`src/rtl/gtc_pkg.sv`:
```
`timescale 1ns/1ps
package gtc_pkg;
    localparam int ADDR_W = 3;

    localparam logic [ADDR_W-1:0] A_RLD_LO = 3'd0;
    localparam logic [ADDR_W-1:0] A_RLD_HI = 3'd1;
    localparam logic [ADDR_W-1:0] A_CTRL   = 3'd2;
    localparam logic [ADDR_W-1:0] A_STAT   = 3'd3;
    localparam logic [ADDR_W-1:0] A_CNT_LO = 3'd4;
    localparam logic [ADDR_W-1:0] A_CNT_HI = 3'd5;

    localparam int CTL_W = 3;

    // bit 0 retrigger, bit 1 auto-reload, bit 2 gate use
    typedef struct packed {
        logic gate_use;
        logic auto_rl;
        logic retrig;
    } gtc_ctrl_t;
endpackage

```
`src/rtl/gtc_sync.sv`:
```
`timescale 1ns/1ps
module gtc_sync #(
    parameter int WIDTH  = 2,
    parameter int STAGES = 2
) (
    input  logic             clk,
    input  logic             rst_n,
    input  logic [WIDTH-1:0] din,
    output logic [WIDTH-1:0] dout
);
    logic [WIDTH-1:0] stg_d [STAGES];
    logic [WIDTH-1:0] stg_q [STAGES];

    always_comb begin
        stg_d[0] = din;
        for (int i = 1; i < STAGES; i++) begin
            stg_d[i] = stg_q[i-1];
        end
    end

    always_ff @(posedge clk or negedge rst_n) begin
        if (!rst_n) begin
            for (int i = 0; i < STAGES; i++) begin
                stg_q[i] <= '0;
            end
        end else begin
            for (int i = 0; i < STAGES; i++) begin
                stg_q[i] <= stg_d[i];
            end
        end
    end

    assign dout = stg_q[STAGES-1];
endmodule

```
`src/rtl/gtc_regs.sv`:
```
`timescale 1ns/1ps
module gtc_regs
    import gtc_pkg::*;
#(
    parameter int CNT_W = 16,
    localparam int BUS_W = CNT_W / 2
) (
    input  logic              clk,
    input  logic              rst_n,
    input  logic              wr_en,
    input  logic              rd_en,
    input  logic [ADDR_W-1:0] addr,
    input  logic [BUS_W-1:0]  wdata,
    output logic [BUS_W-1:0]  rdata,
    input  logic [CNT_W-1:0]  count,
    input  logic              running,
    input  logic              pend,
    output logic [CNT_W-1:0]  reload,
    output gtc_ctrl_t         ctrl,
    output logic              pend_clr
);
    typedef struct packed {
        logic [CNT_W-1:0] reload;
        gtc_ctrl_t        ctrl;
        logic [BUS_W-1:0] snap;
    } regs_t;

    regs_t regs_d, regs_q;

    always_comb begin
        regs_d = regs_q;
        if (wr_en) begin
            case (addr)
                A_RLD_LO: regs_d.reload[BUS_W-1:0]     = wdata;
                A_RLD_HI: regs_d.reload[CNT_W-1:BUS_W] = wdata;
                A_CTRL:   regs_d.ctrl = gtc_ctrl_t'(wdata[CTL_W-1:0]);
                default:  ;
            endcase
        end
        if (rd_en && addr == A_CNT_LO) begin
            regs_d.snap = count[CNT_W-1:BUS_W];
        end
    end

    always_comb begin
        pend_clr = wr_en && (addr == A_STAT) && wdata[0];
    end

    always_comb begin
        rdata = '0;
        if (rd_en) begin
            case (addr)
                A_RLD_LO: rdata = regs_q.reload[BUS_W-1:0];
                A_RLD_HI: rdata = regs_q.reload[CNT_W-1:BUS_W];
                A_CTRL:   rdata = BUS_W'(regs_q.ctrl);
                A_STAT:   rdata = BUS_W'({running, pend});
                A_CNT_LO: rdata = count[BUS_W-1:0];
                A_CNT_HI: rdata = regs_q.snap;
                default:  rdata = '0;
            endcase
        end
    end

    always_ff @(posedge clk or negedge rst_n) begin
        if (!rst_n) begin
            regs_q <= '0;
        end else begin
            regs_q <= regs_d;
        end
    end

    assign reload = regs_q.reload;
    assign ctrl   = regs_q.ctrl;
endmodule

```
`src/rtl/gtc_core.sv`:
```
`timescale 1ns/1ps
module gtc_core
    import gtc_pkg::*;
#(
    parameter int CNT_W = 16
) (
    input  logic             clk,
    input  logic             rst_n,
    input  logic [CNT_W-1:0] reload,
    input  gtc_ctrl_t        ctrl,
    input  logic             gate_s,
    input  logic             trig_s,
    input  logic             pend_clr,
    output logic [CNT_W-1:0] count,
    output logic             running,
    output logic             tc_pulse,
    output logic             pend,
    output logic             trig_edge,
    output logic             cnt_en
);
    typedef struct packed {
        logic [CNT_W-1:0] count;
        logic             running;
        logic             trig_prev;
        logic             tc;
        logic             pend;
    } core_t;

    core_t core_d, core_q;
    logic  trig_take;
    logic  at_one;

    always_comb begin
        core_d           = core_q;
        core_d.tc        = 1'b0;
        core_d.trig_prev = trig_s;

        trig_edge = trig_s & ~core_q.trig_prev;
        cnt_en    = core_q.running & (gate_s | ~ctrl.gate_use);
        trig_take = trig_edge & (~core_q.running | ctrl.retrig);
        at_one    = (core_q.count == CNT_W'(1));

        if (trig_take) begin
            core_d.count   = reload;
            core_d.running = 1'b1;
        end else if (cnt_en) begin
            if (at_one) begin
                core_d.tc = 1'b1;
                if (ctrl.auto_rl) begin
                    core_d.count = reload;
                end else begin
                    core_d.count   = '0;
                    core_d.running = 1'b0;
                end
            end else begin
                core_d.count = core_q.count - CNT_W'(1);
            end
        end

        if (core_d.tc) begin
            core_d.pend = 1'b1;
        end else if (pend_clr) begin
            core_d.pend = 1'b0;
        end
    end

    always_ff @(posedge clk or negedge rst_n) begin
        if (!rst_n) begin
            core_q <= '0;
        end else begin
            core_q <= core_d;
        end
    end

    assign count    = core_q.count;
    assign running  = core_q.running;
    assign tc_pulse = core_q.tc;
    assign pend     = core_q.pend;
endmodule

```
`src/rtl/gtc_chan.sv`:
```
`timescale 1ns/1ps
module gtc_chan
    import gtc_pkg::*;
#(
    parameter int CNT_W       = 16,
    parameter int SYNC_STAGES = 2,
    localparam int BUS_W = CNT_W / 2
) (
    input  logic              clk,
    input  logic              rst_n,
    input  logic              wr_en,
    input  logic              rd_en,
    input  logic [ADDR_W-1:0] addr,
    input  logic [BUS_W-1:0]  wdata,
    output logic [BUS_W-1:0]  rdata,
    input  logic              gate_in,
    input  logic              trig_in,
    output logic              tc_pulse,
    output logic              irq
);
    logic [1:0]       sync_v;
    logic             gate_s;
    logic             trig_s;
    logic [CNT_W-1:0] cnt_w;
    logic [CNT_W-1:0] reload_w;
    gtc_ctrl_t        ctrl_w;
    logic             running_w;
    logic             pend_w;
    logic             pend_clr_w;
    logic             trig_edge_w;
    logic             cnt_en_w;

    gtc_sync #(.WIDTH(2), .STAGES(SYNC_STAGES)) u_sync (
        .clk  (clk),
        .rst_n(rst_n),
        .din  ({gate_in, trig_in}),
        .dout (sync_v)
    );

    assign gate_s = sync_v[1];
    assign trig_s = sync_v[0];

    gtc_regs #(.CNT_W(CNT_W)) u_regs (
        .clk     (clk),
        .rst_n   (rst_n),
        .wr_en   (wr_en),
        .rd_en   (rd_en),
        .addr    (addr),
        .wdata   (wdata),
        .rdata   (rdata),
        .count   (cnt_w),
        .running (running_w),
        .pend    (pend_w),
        .reload  (reload_w),
        .ctrl    (ctrl_w),
        .pend_clr(pend_clr_w)
    );

    gtc_core #(.CNT_W(CNT_W)) u_core (
        .clk      (clk),
        .rst_n    (rst_n),
        .reload   (reload_w),
        .ctrl     (ctrl_w),
        .gate_s   (gate_s),
        .trig_s   (trig_s),
        .pend_clr (pend_clr_w),
        .count    (cnt_w),
        .running  (running_w),
        .tc_pulse (tc_pulse),
        .pend     (pend_w),
        .trig_edge(trig_edge_w),
        .cnt_en   (cnt_en_w)
    );

    assign irq = pend_w;
endmodule

```
`config.mk`:
```
export PLATFORM = sky130hd
export DESIGN_NAME = gtc_chan
export DESIGN_NICKNAME = d
export VERILOG_FILES = /design/src/rtl/gtc_pkg.sv /design/src/rtl/gtc_sync.sv /design/src/rtl/gtc_regs.sv /design/src/rtl/gtc_core.sv /design/src/rtl/gtc_chan.sv
export SDC_FILE = /design/constraint.sdc
export NUM_CORES = 1
export LEC_CHECK = 0
export ABC_AREA = 1
export BUFFER_PORTS_ARGS = -buffer_cell sky130_fd_sc_hd__buf_4
export CAP_MARGIN = 20
export CORE_ASPECT_RATIO = 0.8
export CORE_MARGIN = 10
export CORE_UTILIZATION = 47
export CTS_BUF_LIST = sky130_fd_sc_hd__clkbuf_8
export CTS_CLUSTER_SIZE = 30
export DETAILED_ROUTE_END_ITERATION = 10
export HOLD_SLACK_MARGIN = 0.15
export PLACE_DENSITY = 0.63
export REMOVE_ABC_BUFFERS = 1
export SLEW_MARGIN = 20
export SYNTH_ARGS = -nofsm -noshare
export SYNTH_HDL_FRONTEND = slang
export SYNTH_HIERARCHICAL = 1
export SYNTH_SLANG_ARGS = --single-unit
```
`constraint.sdc`:
```
create_clock -name clk -period 1.75 [get_ports clk]
set_input_delay 0.175 -clock clk [delete_from_list [all_inputs] [get_ports clk]]
set_output_delay 0.175 -clock clk [all_outputs]
set_load 0.03 [all_outputs]
```
==> results of run 1 <==
[power by group]
| group | internal (mW) | total (mW) | switching (mW) |
|---|---|---|---|
| combinational | 0.784 | 2.11 | 1.33 |
| sequential | 1.50 | 1.87 | 0.370 |
| clock | 0.414 | 0.806 | 0.391 |
| total | 2.70 | 4.79 | 2.09 |
[worst reg2reg max path: cells and delay by family (launching register included)]
kind                     cells  cell delay, ns
adder cells (fa/ha/maj)      1            0.22
flip-flops                   1            0.38
buffers and inverters        1            0.09
AND/OR/NAND/NOR              8            0.83
[cells in the final DEF (no fill, tap or decap)]
cell / n
nand2_1: 156
nand3_2: 9
xor2_1: 1
nand2_2: 4
o21ai_2: 9
and2_1: 2
nor2_2: 6
nor2_4: 3
nand2_4: 4
inv_1: 38
dfrtp_1: 51
nor2_1: 40
nand2_8: 2
buf_12: 1
ha_1: 2
o21ai_1: 7
nand3_1: 40
nor2_8: 2
dlygate4sd3_1: 10
nor3_4: 3
a21oi_2: 1
o21ai_0: 16
a21oi_1: 5
clkbuf_8: 5
bufinv_16: 1
buf_4: 35
nand4_1: 12
nor3_1: 2
nand3b_1: 1
inv_2: 3
[path summary, 6_finish.rpt]
path | to | start
max in group asynchronous | u_core/count[0] | rst_n
worst max-delay path | u_core/count[12] | u_core/count[1]
worst min-delay path | u_regs/regs_q[6] | rd_en
worst max register to register | u_core/count[12] | u_core/count[1]
min in group asynchronous | u_core/tc_pulse | rst_n
worst min register to register | u_sync/dout[1] | u_sync/stg_d[1]
[area by class of cell]
type	instances	area (um^2)	share of cell area
inverter	40	150	0.0407
sequential	51	1280	0.346
clock inverter	2	33.8	0.00916
clock buffer	5	68.8	0.0187
timing repair buffer	46	383	0.104
multi-input combinational	327	1660	0.451
tap	90	113	0.0305
[registers in the layout, indices dropped and copies added (netlist names)]
signal and flops:
u_core/tc_pulse 1, u_regs/regs_q 8, u_sync/dout 2, u_core/count 16
u_core/pend 1, u_sync/stg_d 2, u_core/running 1, u_core/core_q 1
u_regs/ctrl 3, u_regs/reload 16
[per-layer routing]
metal	part of all wire	vias to the layer above
met1	0.51	1359
met5	0	-
li1	-	1445
met4	0.010	0
met3	0.086	9
met2	0.39	113
[cell usage after synthesis]
library cell,count,share of area
a21oi_1,5,0.0072
a21oi_2,1,0.0025
and2_1,2,0.0036
buf_12,1,0.0057
buf_2,2,0.0029
buf_4,37,0.079
buf_6,7,0.023
buf_8,1,0.0043
clkbuf_1,1,0.0011
dfrtp_1,51,0.37
ha_1,2,0.0072
inv_1,37,0.040
inv_2,3,0.0032
nand2_1,156,0.17
nand2_2,4,0.0072
nand2_4,4,0.013
nand2_8,2,0.011
nand3_1,40,0.057
nand3_2,9,0.026
nand3b_1,1,0.0021
nand4_1,12,0.021
nor2_1,40,0.043
nor2_2,6,0.011
nor2_4,3,0.0097
nor2_8,2,0.011
nor3_1,2,0.0029
nor3_4,3,0.014
o21ai_0,16,0.023
o21ai_1,7,0.010
o21ai_2,9,0.023
xor2_1,1,0.0025
[repair_timing]
action,CTS,global route
hold buffers,10,0
hold endpoints to repair,61,0
setup endpoints to repair,0,0
setup buffers,0,0
[logic make-up (layout without fill, tap and decap cells)]
logic type,Yosys count,count (layout),share of synthesized area
adders and majority gates,2,2,0.00716
DFF,51,51,0.365
AOI/OAI and AO/OA,38,38,0.0652
and+or+nand+nor,286,286,0.401
buffers and inverters,89,93,0.159
xor gates and xnor gates,1,1,0.00251
[through the flow]
step,setup slack (ns),hold slack [ns],std cells,util,power (mW)
2_1_floorplan,0.341,-0.121,418,-,3.24
3_3_place_gp,0.206,0.256,544,0.476,3.95
3_5_place_dp,0.203,0.260,544,0.476,3.97
4_1_cts,0.167,0.175,561,0.504,4.81
5_1_grt,0.00733,0.177,561,0.504,5.15
6_report,0.174,0.183,561,0.504,4.79
==> results.md, run 1 <==
- Area growth, synth to finish: 5.51%
- Levels on crit path: 10
- LEAKAGE: 1.95 nW
- Cell breakdown of the critical path: inv_1, ha_1, nand2_4, nor2_8, nand2_8, nand2_8, nand3_2, nand2_1, nand2_1, nand2_1
- Max Clk Rate: 634 MHz
- Maximum number of pins on one net before global-route repair: 52
- CP Launch Type: flip-flop
- Max-capacitance violation count: 0
- Drt drc: 0
- Vias in the first global route: 2739
- Placed instance area: 0.00348 mm^2
- DR vias/cell: 5.22
- Max-Slew Margin vs Limit: 0.555
- Final setup viols: 0
- Post-DRT Antenna Nets: 0
- Crit path max fanout: 24
- Final Instance Area: 0.00369 mm^2
- Clk Latency, worst-skew pair: 0.31 ns
- Grt met2 use: 0.209
- FILL cells: 729
- Total vias in the final route: 2926
- GR Layer Usage met1: 0.239
- RSZ-0062 raised after global routing: false
- Synth Warn #: 6
- Least-Margin Pin Slew: 0.667 ns
- CTS tree: done
- Synth Cell Area: 0.00349 mm^2
- Met3 GRT Util: 0.0309
- #FFs+latches synth: 51
- Crit path buf inv count: 1
- Core Footprint: 0.00732 mm^2
- CP peak stage delay: 0.38 ns
- Hold Path Class: in -> reg
- Status: finished, final reports clean
- Critical path's most frequent cell: nand2_1
- Initial core utilization: 0.477
- Netlist cell types: 31
- Hpwl dp: 6360 um
- Gr ovfl total: 0
- WP data arrival: 1.82 ns
- IO buf count: 26
- DR iter-0 viols: 297
- Clk slew on worst S/H paths: 0.09 ns
- Final Hold Viols: 0
- Total Wirelength: 8570 um
- Critical path capture point type: flip-flop
- Gr busiest metal: met1
- Clock sink count: 51
- Die area: 0.0113 mm^2
- First-pass GRT wire length: 14100 um
- Hold Path Stages: 3
- Die height: 97.1 um
- Crit share post-route: 0.901
- PwrDens: 1300 mW/mm^2
- Root Buffer: clkbuf_8
- WL/cell: 15.3 um
- Flop-to-flop setup slack: 0.17 ns
- FF-to-FF path depth: 10
- H-tree levels: 2
- Final setup TNS: 0 ns
- Ports: 27
- Die Wd: 116 um
- CTS Buf Count: 5
- Peak supply drop: 0.000530 V
- Total GRT Usage: 0.154
- Initial antenna violation count: 0
- Slowest-stage cell, CP: dfrtp_1
- Row Count: 28
- Clock skew: 0.0118 ns
- Ant diodes: 0
- Layout cell share with drive strength beyond 1: 0.187
- Gates resized, CTS repair: 0
- Register area share after synthesis: 0.365
- Crit-path leading delay family: simple AND/OR/NAND/NOR gates
- Nets@finish: 490
- Worst path required time: 1.99 ns
- Post-route minimum period: 1.58 ns
- Synthesized area per cell: 7.48 um^2
- Kind of critical path: reg -> reg
- Final Max Tran Viols: 0
- Drt pass-1 iters: 5
- Cell count after synthesis: 467
- Clk buf depth: 2
- Routability congestion estimate: 0.944
(Power assumes the default switching activity.)
==> run 2, diff against run 1 <==
- CAP_MARGIN: 20 -> 25
- CELL_PAD_IN_SITES_DETAIL_PLACEMENT: not set -> 1
- CELL_PAD_IN_SITES_GLOBAL_PLACEMENT: not set -> 2
- CORE_UTILIZATION: 47 -> 36
- PLACE_DENSITY: 0.63 -> 0.8
- SYNTH_HIERARCHICAL: 1 -> not set
==> run 2 against run 1 <==
Against the previous run: clock power shrank 12%; largest power group is now registers; final cell count is 2.7% lower; synthesized area shrank 17%; via count shrank 8.2%; highest routed layer unchanged; setup slack worse by 0.13 ns; largest cell class unchanged.
==> results.md, run 2 <==
- Ports: 27 (unchanged)
- DR vias/cell: 4.92 (-5.6%)
- PwrDens: 1250 mW/mm^2 (-3.8%)
- First-pass GRT wire length: 15000 um (+6.3%)
- Setup ws final: 0.0407 ns (-0.133 ns)
- Slowest-stage cell, CP: dfrtp_1
- Clock sink count: 51 (unchanged)
- Pre-CTS WS: -0.0332 ns (-0.236 ns)
- WHS: 0.153 ns (-0.0297 ns)
- Maximum number of pins on one net before global-route repair: 52 (unchanged)
- Clk buf depth: 2 (unchanged)
- #FFs+latches synth: 51 (unchanged)
- FILL cells: 1033 (+42%)
- Status: finished, final reports clean
- Crit-path leading delay family: simple AND/OR/NAND/NOR gates
- Total vias in the final route: 2687 (-8.2%)
- Cell count after synthesis: 388 (-17%)
- CTS tree: done
- Drt drc: 0 (unchanged)
- Gr ovfl total: 0 (unchanged)
- Count leader, synth: nand2_1
- Post-DRT Antenna Nets: 0 (unchanged)
- Die height: 100 um (+3.4%)
- Sequential cell area: 0.00128 mm^2 (about the same)
- Max-capacitance violation count: 0 (unchanged)
- Register area share after synthesis: 0.439 (+0.0735)
- Core Footprint: 0.00791 mm^2 (+8.0%)
- Most frequent cells in the layout: nand2_1, dfrtp_1, nor2_1, buf_4, inv_1
- Commonest cells in the netlist: nand2_1, dfrtp_1, nor2_1
- Crit path buf inv count: 1 (unchanged)
- Final Hold Viols: 0 (unchanged)
- Cell breakdown of the critical path: buf_4, nor2_2, nand2_1, nor2_2, nand2_1, nand2_4, o21ai_0, a21oi_1, nor2_1
- Synth Cell Area: 0.00291 mm^2 (-17%)
- Routability congestion estimate: 0.821 (-13%)
- Clock skew: 0.0114 ns (-0.000371 ns)
- WP data arrival: 1.91 ns (+0.09 ns)
- Total GRT Usage: 0.153 (-0.000974)
- Clk Latency, worst-skew pair: 0.30 ns (about the same)
- Final Max Tran Viols: 0 (unchanged)
- Initial antenna violation count: 0 (unchanged)
- Placed cell count: 524 (-3.7%)
- Hold Path Class: in -> reg
- Least-Margin Pin Slew: 0.689 ns (+0.0214 ns)
- CP Launch Type: flip-flop
- Vias in the first global route: 2793 (+2.0%)
- Synth Warn #: 0 (-6)
- Synth top area share: 0.439 (+0.0735)
- Synthesized area per cell: 7.50 um^2 (+0.19%)
- Post-route minimum period: 1.71 ns (+0.133 ns)
- Area leader, netlist: dfrtp_1
- IO buf count: 26 (unchanged)
- Ant diodes: 0 (unchanged)
- CTS Buf Count: 5 (unchanged)
- Total Wirelength: 9170 um (+7.0%)
- DR iter-0 viols: 140 (-53%)
- LEAKAGE: 1.73 nW (-11%)
- Final setup TNS: 0 ns (unchanged)
- Main synth FF type: dfrtp_1
- Netlist cell types: 32 (+3.2%)
- Post-synth EDFFs: 0 (unchanged)
- Row Count: 29 (+3.6%)
- Die area: 0.0121 mm^2 (+7.0%)
- Hpwl dp: 6710 um (+5.5%)
- Root Buffer: clkbuf_8
- Die Wd: 121 um (+3.5%)
- Area of the multi-input gates: 0.00151 mm^2 (-9.3%)
- Crit path max fanout: 8 (-67%)
- Area growth, synth to finish: 23.1%
- Kind of critical path: reg -> reg
- Finished Layout Cells: 546 (-2.7%)
- CP peak stage delay: 0.42 ns (+0.04 ns)
- Max-Slew Margin vs Limit: 0.541 (-0.0143)
- H-tree levels: 2 (unchanged)
- Clk slew on worst S/H paths: 0.09 ns (about the same)
- Async SR Flop Fraction: 1.00 (unchanged)
- Crit share post-route: 0.977 (+0.0760)
- Peak supply drop: 0.000528 V (-0.55%)
- Critical path capture point type: flip-flop
- Top cells by area, synth: dfrtp_1, nand2_1, nor2_1
- Final setup viols: 0 (unchanged)
- Initial core utilization: 0.368 (-0.110)
- Most common cell after layout, fill and taps aside: nand2_1
- Worst path required time: 1.95 ns (-0.04 ns)
- Pwr Total: 4.48 mW (-6.6%)
- Drt pass-1 iters: 4 (-1)
- WL/cell: 16.8 um (+10%)
- Layout cell share with drive strength beyond 1: 0.237 (+0.0506)
- Nets@finish: 457 (-6.7%)
- Max Clk Rate: 585 MHz (-7.8%)
==> run 2: cell types whose count changed after synthesis, sizes merged, moves of 4 or more <==
cell,delta
nand4,-12
buf,-40
a21oi,+6
nand2,-50
a21boi,+4
a221oi,+5
o21ai,+13
nand3,-21
nor2,+10
==> run 2: layer usage <==
| layer | share of wire | vias to the layer above | track usage |
|---|---|---|---|
| li1 | - | 1345 | - |
| met1 | 0.52 | 1298 | 0.223 |
| met2 | 0.44 | 40 | 0.235 |
| met3 | 0.035 | 4 | 0.0269 |
| met4 | 0.0058 | 0 | 0.0204 |
| met5 | 0 | - | 0 |
==> run 2: path summary, 6_finish.rpt <==
kind,from,endpoint,slack (ns),depth (start not counted)
min,wdata[1],u_regs.reload[9],0.15,3
max in group asynchronous,rst_n,u_core.count[7],0.82,2
max,u_core.count[6],u_core.count[2],0.04,9
max reg2reg,u_core.count[6],u_core.count[2],0.04,9
min in group asynchronous,rst_n,u_core.count[15],0.46,2
min reg2reg,u_sync.stg_d[1],u_sync.dout[1],0.36,0
==> run 2: cells by family after synthesis <==
| logic type | after synthesis | share of synthesized area |
|---|---|---|
| AND/OR/NAND/NOR | 209 | 0.313 |
| flip-flops | 51 | 0.439 |
| multiplexers | 2 | 0.00774 |
| buffers and inverters | 51 | 0.0787 |
| AO/OA/AOI/OAI | 70 | 0.145 |
| XOR/XNOR | 3 | 0.00903 |
| adder cells (fa/ha/maj) | 2 | 0.00860 |
==> run 2: area by class of cell <==
| class | instances | area share |
|---|---|---|
| tap | 108 | 0.0377 |
| timing repair buffer | 51 | 0.115 |
| sequential | 51 | 0.357 |
| clock buffer | 6 | 0.0231 |
| multi-input combinational | 287 | 0.422 |
| inverter | 42 | 0.0440 |
| clock inverter | 1 | 0.00140 |
==> run 2: stage by stage <==
step	instance area [um^2]	util
floorplan	2840	-
global placement	3260	0.413
detailed placement	3260	0.413
CTS	3450	0.437
global route	3580	0.453
finish	3580	0.453
==> run 2: worst reg2reg max path: cells and delay by family (launching register included) <==
kind                   cells  cell delay, ns
and+or+nand+nor            6            0.80
DFF                        1            0.42
AOI/OAI and AO/OA          2            0.24
buffers and inverters      1            0.15
==> run 2: where the power goes <==
part           switching, mW  internal, mW
sequential             0.416          1.53
combinational           1.09         0.736
clock                  0.395         0.312
total                   1.90          2.58
==> run 2: repair_timing <==
| action | in CTS | in global routing |
|---|---|---|
| gates resized for setup | 4 | 24 |
| cloned | 1 | 0 |
| setup buffers | 0 | 7 |
| pin swaps | 2 | 5 |
| endpoints found under the hold margin | 57 | 0 |
| hold buffers | 7 | 0 |
| setup endpoints to repair | 5 | 20 |
